[src/rtl/pirq_pkg.sv]
package pirq_pkg;

    localparam int TAP_CNT  = 6;
    localparam int CODE_W   = 3;
    localparam int REG_W    = 8;
    localparam int FLAG_POS = 7;
    localparam int CODE_LSB = 4;
    localparam int CODE_MSB = CODE_LSB + CODE_W - 1;

    typedef enum logic [CODE_W-1:0] {
        RATE_OFF  = 3'd0,
        RATE_256  = 3'd1,
        RATE_64   = 3'd2,
        RATE_16   = 3'd3,
        RATE_4    = 3'd4,
        RATE_2    = 3'd5,
        RATE_1    = 3'd6,
        RATE_RSVD = 3'd7
    } rate_code_e;

    typedef struct packed {
        logic       strobe;
        logic       keep_flag;
        rate_code_e code;
    } ctrl_wr_t;

    // A code is live when it names an existing tap.
    function automatic logic code_live(input logic [CODE_W-1:0] c);
        return (c != '0) && (int'(c) <= TAP_CNT);
    endfunction

    // Tap index served by a live code.
    function automatic logic [CODE_W-1:0] code_tap(input logic [CODE_W-1:0] c);
        return (c == '0) ? '0 : c - 1'b1;
    endfunction

    function automatic ctrl_wr_t decode_wr(input logic en, input logic [REG_W-1:0] d);
        ctrl_wr_t w;
        w.strobe    = en;
        w.keep_flag = d[FLAG_POS];
        w.code      = rate_code_e'(d[CODE_MSB:CODE_LSB]);
        return w;
    endfunction

endpackage

[src/rtl/pirq_edge_detect.sv]
module pirq_edge_detect #(
    parameter int W = 6
) (
    input  logic         clk,
    input  logic [W-1:0] lvl_i,
    output logic [W-1:0] rise_o
);
    logic [W-1:0] lvl_q;

    // Sampled also during reset so that a tap high at release is not an edge.
    always_ff @(posedge clk) begin
        lvl_q <= lvl_i;
    end

    assign rise_o = lvl_i & ~lvl_q;
endmodule

[src/rtl/pirq_rate_mux.sv]
module pirq_rate_mux
    import pirq_pkg::*;
#(
    parameter int W = TAP_CNT
) (
    input  logic [CODE_W-1:0] code_i,
    input  logic [W-1:0]      rise_i,
    output logic              event_o
);
    logic [W-1:0] hit;

    for (genvar g = 0; g < W; g++) begin : g_tap
        assign hit[g] = (code_i == CODE_W'(g + 1)) && rise_i[g];
    end

    assign event_o = |hit;
endmodule

[src/rtl/pirq_ctrl_reg.sv]
module pirq_ctrl_reg
    import pirq_pkg::*;
(
    input  logic       clk,
    input  logic       rst,
    input  ctrl_wr_t   wr_i,
    output rate_code_e code_o
);
    always_ff @(posedge clk) begin
        if (rst) begin
            code_o <= RATE_OFF;
        end else if (wr_i.strobe) begin
            code_o <= wr_i.code;
        end
    end
endmodule

[src/rtl/pirq_flag.sv]
module pirq_flag
    import pirq_pkg::*;
(
    input  logic              clk,
    input  logic              rst,
    input  logic              event_i,
    input  ctrl_wr_t          wr_i,
    input  logic [CODE_W-1:0] code_i,
    output logic              flag_o,
    output logic              irq_o
);
    logic clr;

    assign clr = wr_i.strobe && !wr_i.keep_flag;

    // A period event wins over a clearing write in the same cycle.
    always_ff @(posedge clk) begin
        if (rst) begin
            flag_o <= 1'b0;
        end else if (event_i) begin
            flag_o <= 1'b1;
        end else if (clr) begin
            flag_o <= 1'b0;
        end
    end

    assign irq_o = flag_o && code_live(code_i);
endmodule

[src/rtl/pirq_periodic_gen.sv]
module pirq_periodic_gen
    import pirq_pkg::*;
#(
    parameter int NTAP = TAP_CNT,
    parameter int DW   = REG_W
) (
    input  logic              clk,
    input  logic              rst,
    input  logic [NTAP-1:0]   tap_i,
    input  logic              wr_en_i,
    input  logic [DW-1:0]     wr_data_i,
    output logic [CODE_W-1:0] rate_sel_o,
    output logic              flag_o,
    output logic              irq_o
);
    ctrl_wr_t   wr;
    rate_code_e code;
    logic [NTAP-1:0] rise;
    logic       period_evt;

    assign wr = decode_wr(wr_en_i, REG_W'(wr_data_i));

    pirq_ctrl_reg u_ctrl (
        .clk    (clk),
        .rst    (rst),
        .wr_i   (wr),
        .code_o (code)
    );

    pirq_edge_detect #(.W(NTAP)) u_edge (
        .clk    (clk),
        .lvl_i  (tap_i),
        .rise_o (rise)
    );

    pirq_rate_mux #(.W(NTAP)) u_mux (
        .code_i  (code),
        .rise_i  (rise),
        .event_o (period_evt)
    );

    pirq_flag u_flag (
        .clk     (clk),
        .rst     (rst),
        .event_i (period_evt),
        .wr_i    (wr),
        .code_i  (code),
        .flag_o  (flag_o),
        .irq_o   (irq_o)
    );

    assign rate_sel_o = code;
endmodule

[config.mk]
export PLATFORM = sky130hd
export DESIGN_NAME = pirq_periodic_gen
export DESIGN_NICKNAME = d
export VERILOG_FILES = /design/src/rtl/pirq_pkg.sv /design/src/rtl/pirq_edge_detect.sv /design/src/rtl/pirq_rate_mux.sv /design/src/rtl/pirq_ctrl_reg.sv /design/src/rtl/pirq_flag.sv /design/src/rtl/pirq_periodic_gen.sv
export SDC_FILE = /design/constraint.sdc
export NUM_CORES = 1
export LEC_CHECK = 0
export BUFFER_PORTS_ARGS = -buffer_cell sky130_fd_sc_hd__buf_2
export CAP_MARGIN = 20
export CORE_AREA = 2 2 39 41
export CTS_CLUSTER_DIAMETER = 50
export DETAILED_ROUTE_END_ITERATION = 8
export DIE_AREA = 0 0 41 43
export SLEW_MARGIN = 20
export SYNTH_ARGS = -nofsm -noshare
export SYNTH_HDL_FRONTEND = slang
export SYNTH_HIERARCHICAL = 1
export SYNTH_SLANG_ARGS = --single-unit
[constraint.sdc]
create_clock -name clk -period 1.6 [get_ports clk]
set_input_delay 0.16 -clock clk [delete_from_list [all_inputs] [get_ports clk]]
set_output_delay 0.16 -clock clk [all_outputs]
set_load 0.03 [all_outputs]
== After elaboration in Yosys (flattened, before gate mapping) ==
Index checks and enable logic that the tools add are counted.

* Order comparisons: 1
* Bitwise logic cells: 2
* Muxes and demuxes: 2
* Reduce and logical (&&, ||, !) cells: 13
* Equality and inequality tests: 6

{| class="wikitable"
|+ Operator list
! cell !! count
|-
| $eq 3x3->1 const B || 3
|-
| $logic_and 1x1->1 || 9
|-
| $and 6x6->6 || 1
|-
| $eq 3x2->1 const B || 2
|-
| $not 6->6 || 1
|-
| $reduce_or 6->1 || 1
|-
| $eq 3x1->1 const B || 1
|-
| $le 3x3->1 const B || 1
|-
| $reduce_bool 3->1 || 1
|-
| $mux 1 || 2
|-
| $reduce_bool 2->1 || 1
|-
| $logic_not 1->1 || 1
|}

* Register bits: 10
* Input port bits: 17
* Output and inout bits: 5
* Word-level logic and storage cells: 27

== Depth between registers and ports, before layout ==
* Depth after elaboration: 5
* Depth in mapped cells: 5
* Depth with buffers taken out: 5

== Cells and area by module ==
Netlist, hierarchy kept.

{| class="wikitable"
|+ Modules (own cells, without submodules)
! module !! area an instance (µm²) !! cells an instance !! times used !! sequential area each (µm²)
|-
| pirq_edge_detect || 202.7 || 12 || 1 || 120.1
|-
| pirq_ctrl_reg || 101.3 || 9 || 1 || 60.1
|-
| pirq_rate_mux || 62.6 || 5 || 1 || 0.0
|-
| pirq_flag || 53.8 || 7 || 1 || 20.0
|}

== Least setup slack after synthesis ==
No wires, ideal clock.

* Path kind: reg-to-reg
* Start: reg u_ctrl.code_o[2]
* End: reg u_flag.flag_o
* Stages on the path, launching flop included: 5
* Setup time: 0.120 ns
* Path buffers: 0
* Period minus slack after synthesis: 1.760 ns
* Arrival time: 1.640 ns
* Path slack: -0.160 ns
* Path through: dfxtp_1 mux2_1 mux4_2 nor3b_1 nor3_1

* Cells in the longest elaborated chain, start to end: 4
* Elaborated cells on any way between the ends: 15

{| class="wikitable"
|+ Ends and longest elaborated chain
! element !! RTL line !! RTL
|-
| start: declaration || pirq_ctrl_reg.sv:7 || <nowiki>output rate_code_e code_o</nowiki>
|-
| start signal: assignment || pirq_ctrl_reg.sv:13 || <nowiki>code_o <= wr_i.code;</nowiki>
|-
| $eq 3x1->1 (tied with other cells) || pirq_rate_mux.sv:13 || <nowiki>assign hit[g] = (code_i == CODE_W'(g + 1)) && rise_i[g];</nowiki>
|-
| $logic_and 1x1->1 || pirq_rate_mux.sv:13 ||
|-
| $reduce_or 6->1 (*) || pirq_rate_mux.sv:16 || <nowiki>assign event_o = |hit;</nowiki>
|-
| net period_evt || pirq_periodic_gen.sv:19 || <nowiki>logic period_evt;</nowiki>
|-
| $mux 1 / $reduce_bool 2->1 (equally long branches) || - ||
|-
| end signal: assignment || pirq_flag.sv:19 || <nowiki>flag_o <= 1'b0;</nowiki>
|-
| end signal: assignment || pirq_flag.sv:21 || <nowiki>flag_o <= 1'b1;</nowiki>
|-
| end signal: assignment || pirq_flag.sv:23 || <nowiki>flag_o <= 1'b0;</nowiki>
|-
| end: declaration || pirq_flag.sv:9 || <nowiki>output logic flag_o,</nowiki>
|}

The timed path passes the listed nets; every way through them passes the cells marked *.
A chain may end at the register's enable or synchronous reset.

== Worst setup path in the final report ==
Ends and elaborated chain as after synthesis.

==> results_dict.tcl <==
set metrics [dict create \
    gp_congestion 0.619 \
    wl_per_cell_um 9.93 \
    finalWorstSetupSlack_ps 63.5 \
    crit_type "register to register" \
    dieArea_mm2 0.00176 \
    synth_area_um2 420 \
    min_period_ps 1540 \
    p_seq_share_pct 51.6 \
    vias_per_cell 4.38 \
    required_ps 1760 \
    clock-sinks 10 \
    combPwrFrac_pct 15.2 \
    dpl_worst_slack_ps 35.0 \
    overflow 0 \
    skew_ps 8.83 \
    drv_cap 0 \
    outcome "finished, final reports clean" \
    cts_buffers 3 \
    arrival_ps 1700 \
    p_leak_uw 0.000293 \
    setup_viol 0 \
    vias 320 \
    grt_max_degree 9 \
    ant_nets 0 \
    crit_chain "mux2_1 > mux4_2 > nor3b_2 > nor3_1" \
    grt_first_pass_wirelength_um 1130 \
    cts_setup_buffers 0 \
    timing.fmax_mhz 651 \
    cts_buffer_depth 2 \
    drive_gt1_share_pct 54.4 \
    max_stage_delay_ps 480 \
    pwr-share-clk_pct 33.1 \
    start_kind "register" \
    endpoint_kind "register" \
    die_h_um 43 \
    hold_class "primary input to register" \
    htree_levels 1 \
    syn-num-nets 50 \
    vdd_drop_max_v 0.000378 \
    area_delta_synth_final_pct 40.5 \
    synth_warnings 6 \
    slew_violations 0 \
    drtIter0Drc 2 \
    clk_latency_ps 260 \
    boundaryPins 22 \
    path_clk_slew_ps 70 \
    placeableCoreArea_mm2 0.00138 \
    track_usage_pct 10.4 \
    synth_seq_area_share_pct 47.6 \
    antenna_found_initial 0 \
    fp.dieW_um 41 \
    ys_ff_latch 10 \
    avgSynthCellArea_um2 12.7 \
    ys_types 13 \
    power.density_mw_per_mm2 905 \
    intPower_uw 407 \
    cts_tree "built" \
    drt_pass1_iterations 2 \
    grt_pass1_vias 312 \
    p_sw_uw 128 \
    path_max_fanout 8 \
    rows 14 \
    maxSlewHeadroom_pct 90.3 \
    diodes 0 \
    hold_viol_final 0 \
    period_share_pct 96.0 \
    numPortBuffers 17 \
    routed_wl_um 725 \
    start_util_pct 30.4 \
    dp_hpwl_um 570 \
    worst_pin_slew_ps 142 \
    cpMaxStageDelayCell "mux4_2" \
    root_buffer "clkbuf_4" \
    drc 0 \
    netSwitchingFraction_pct 24.0 \
    finalSetupTns_ps 0 \
    final_nets 75 \
    rsz0062_at_grt "false" \
    syn_inst 33 \
]
==> cells by family (layout without fill, tap and decap cells) <==
group / Yosys count / after routing / synth area share (%)
AND/OR/NAND/NOR: 17 / 17 / 34.5
flip-flops: 10 / 10 / 47.6
multiplexers: 6 / 6 / 17.9
buffers and inverters: 0 / 24 / 0
==> area by class of cell <==
type | count | area, um^2
Tap cell | 16 | 20.0
Clock buffer | 4 | 26.3
Multi-Input combinational cell | 23 | 225
Fill cell | 148 | 793
Sequential cell | 10 | 204
Timing Repair Buffer | 20 | 115
==> placed cells by master, fill, tap and decap left out, types with 2 or more instances in the layout <==
cell           count
mux2i_1            3
nor2b_4            6
mux2_1             2
clkbuf_4           3
dlygate4sd3_1      3
dfxtp_1            9
nor2_1             4
buf_2             17
==> final timing paths <==
check,start,to,slack [ps],depth (start not counted)
max,u_ctrl/code_o[2]$_SDFFE_PP0P_,u_flag/flag_o$_SDFFE_PP0P_,60,4
min,tap_i[2],u_edge/lvl_q[2]$_DFF_P_,20,1
max reg2reg,u_ctrl/code_o[2]$_SDFFE_PP0P_,u_flag/flag_o$_SDFFE_PP0P_,60,4
min reg2reg,u_flag/flag_o$_SDFFE_PP0P_,u_flag/flag_o$_SDFFE_PP0P_,520,2
==> stage by stage <==
| stage | total power, uW | util (%) | instance area, um^2 | std cells | hold WS, ps |
|---|---|---|---|---|---|
| after global routing | 568 | 42.7 | 591 | 73 | 2.54 |
| after floorplan | 328 | - | 424 | 33 | 188 |
| after detailed placement | 358 | 38.2 | 529 | 66 | 282 |
| after CTS | 548 | 42.3 | 586 | 73 | 6.95 |
| final | 535 | 42.7 | 591 | 73 | 21.0 |
| after global placement | 357 | 38.2 | 529 | 66 | 281 |
==> power by group through the flow <==
stage          combinational (uW)  clock [uW]  sequential, uW
2_1_floorplan                35.8           0             292
3_3_place_gp                 74.7           0             282
3_5_place_dp                 75.5           0             282
5_1_grt                      87.7         202             278
4_1_cts                      81.5         190             277
6_report                     81.4         177             276
==> cells in the mapped netlist, drive strengths merged <==
cell	number	area [um^2]
dfxtp	10	200
nor2b	6	82.6
nor2	4	15.0
mux2i	3	30.0
mux2	2	22.5
and2	1	7.51
and2b	1	10.0
and3	1	6.26
mux4	1	22.5
nand3	1	5.00
nor3	1	5.00
nor3b	1	7.51
or3	1	6.26
==> repair_timing <==
action | in CTS | in global routing
endpoints found under the setup margin | 0 | 1
hold buffers | 3 | 0
gates resized for setup | 0 | 1
hold endpoints to repair | 3 | 0
==> sequential cells by signal, summed over array words and instances, names as in the netlist <==
| name | count |
|---|---|
| u_flag/flag_o | 1 |
| u_edge/lvl_q | 6 |
| u_ctrl/code_o | 3 |
==> worst max-delay path, delay by kind of cell (launching register included) <==
kind / cells / cell delay, ps
flops: 1 / 380
simple gates: 2 / 250
mux: 2 / 800
==> layer usage <==
layer	up-vias	track usage, %	share of wire, %	wire length, um
li1	160	-	-	-
met1	152	7.52	36	263
met2	8	17.5	56	405
met3	0	9.42	7.7	56
met4	0	4.00	0	0
met5	-	0	0	0
No activity file was read; power rests on OpenSTA's default activity.
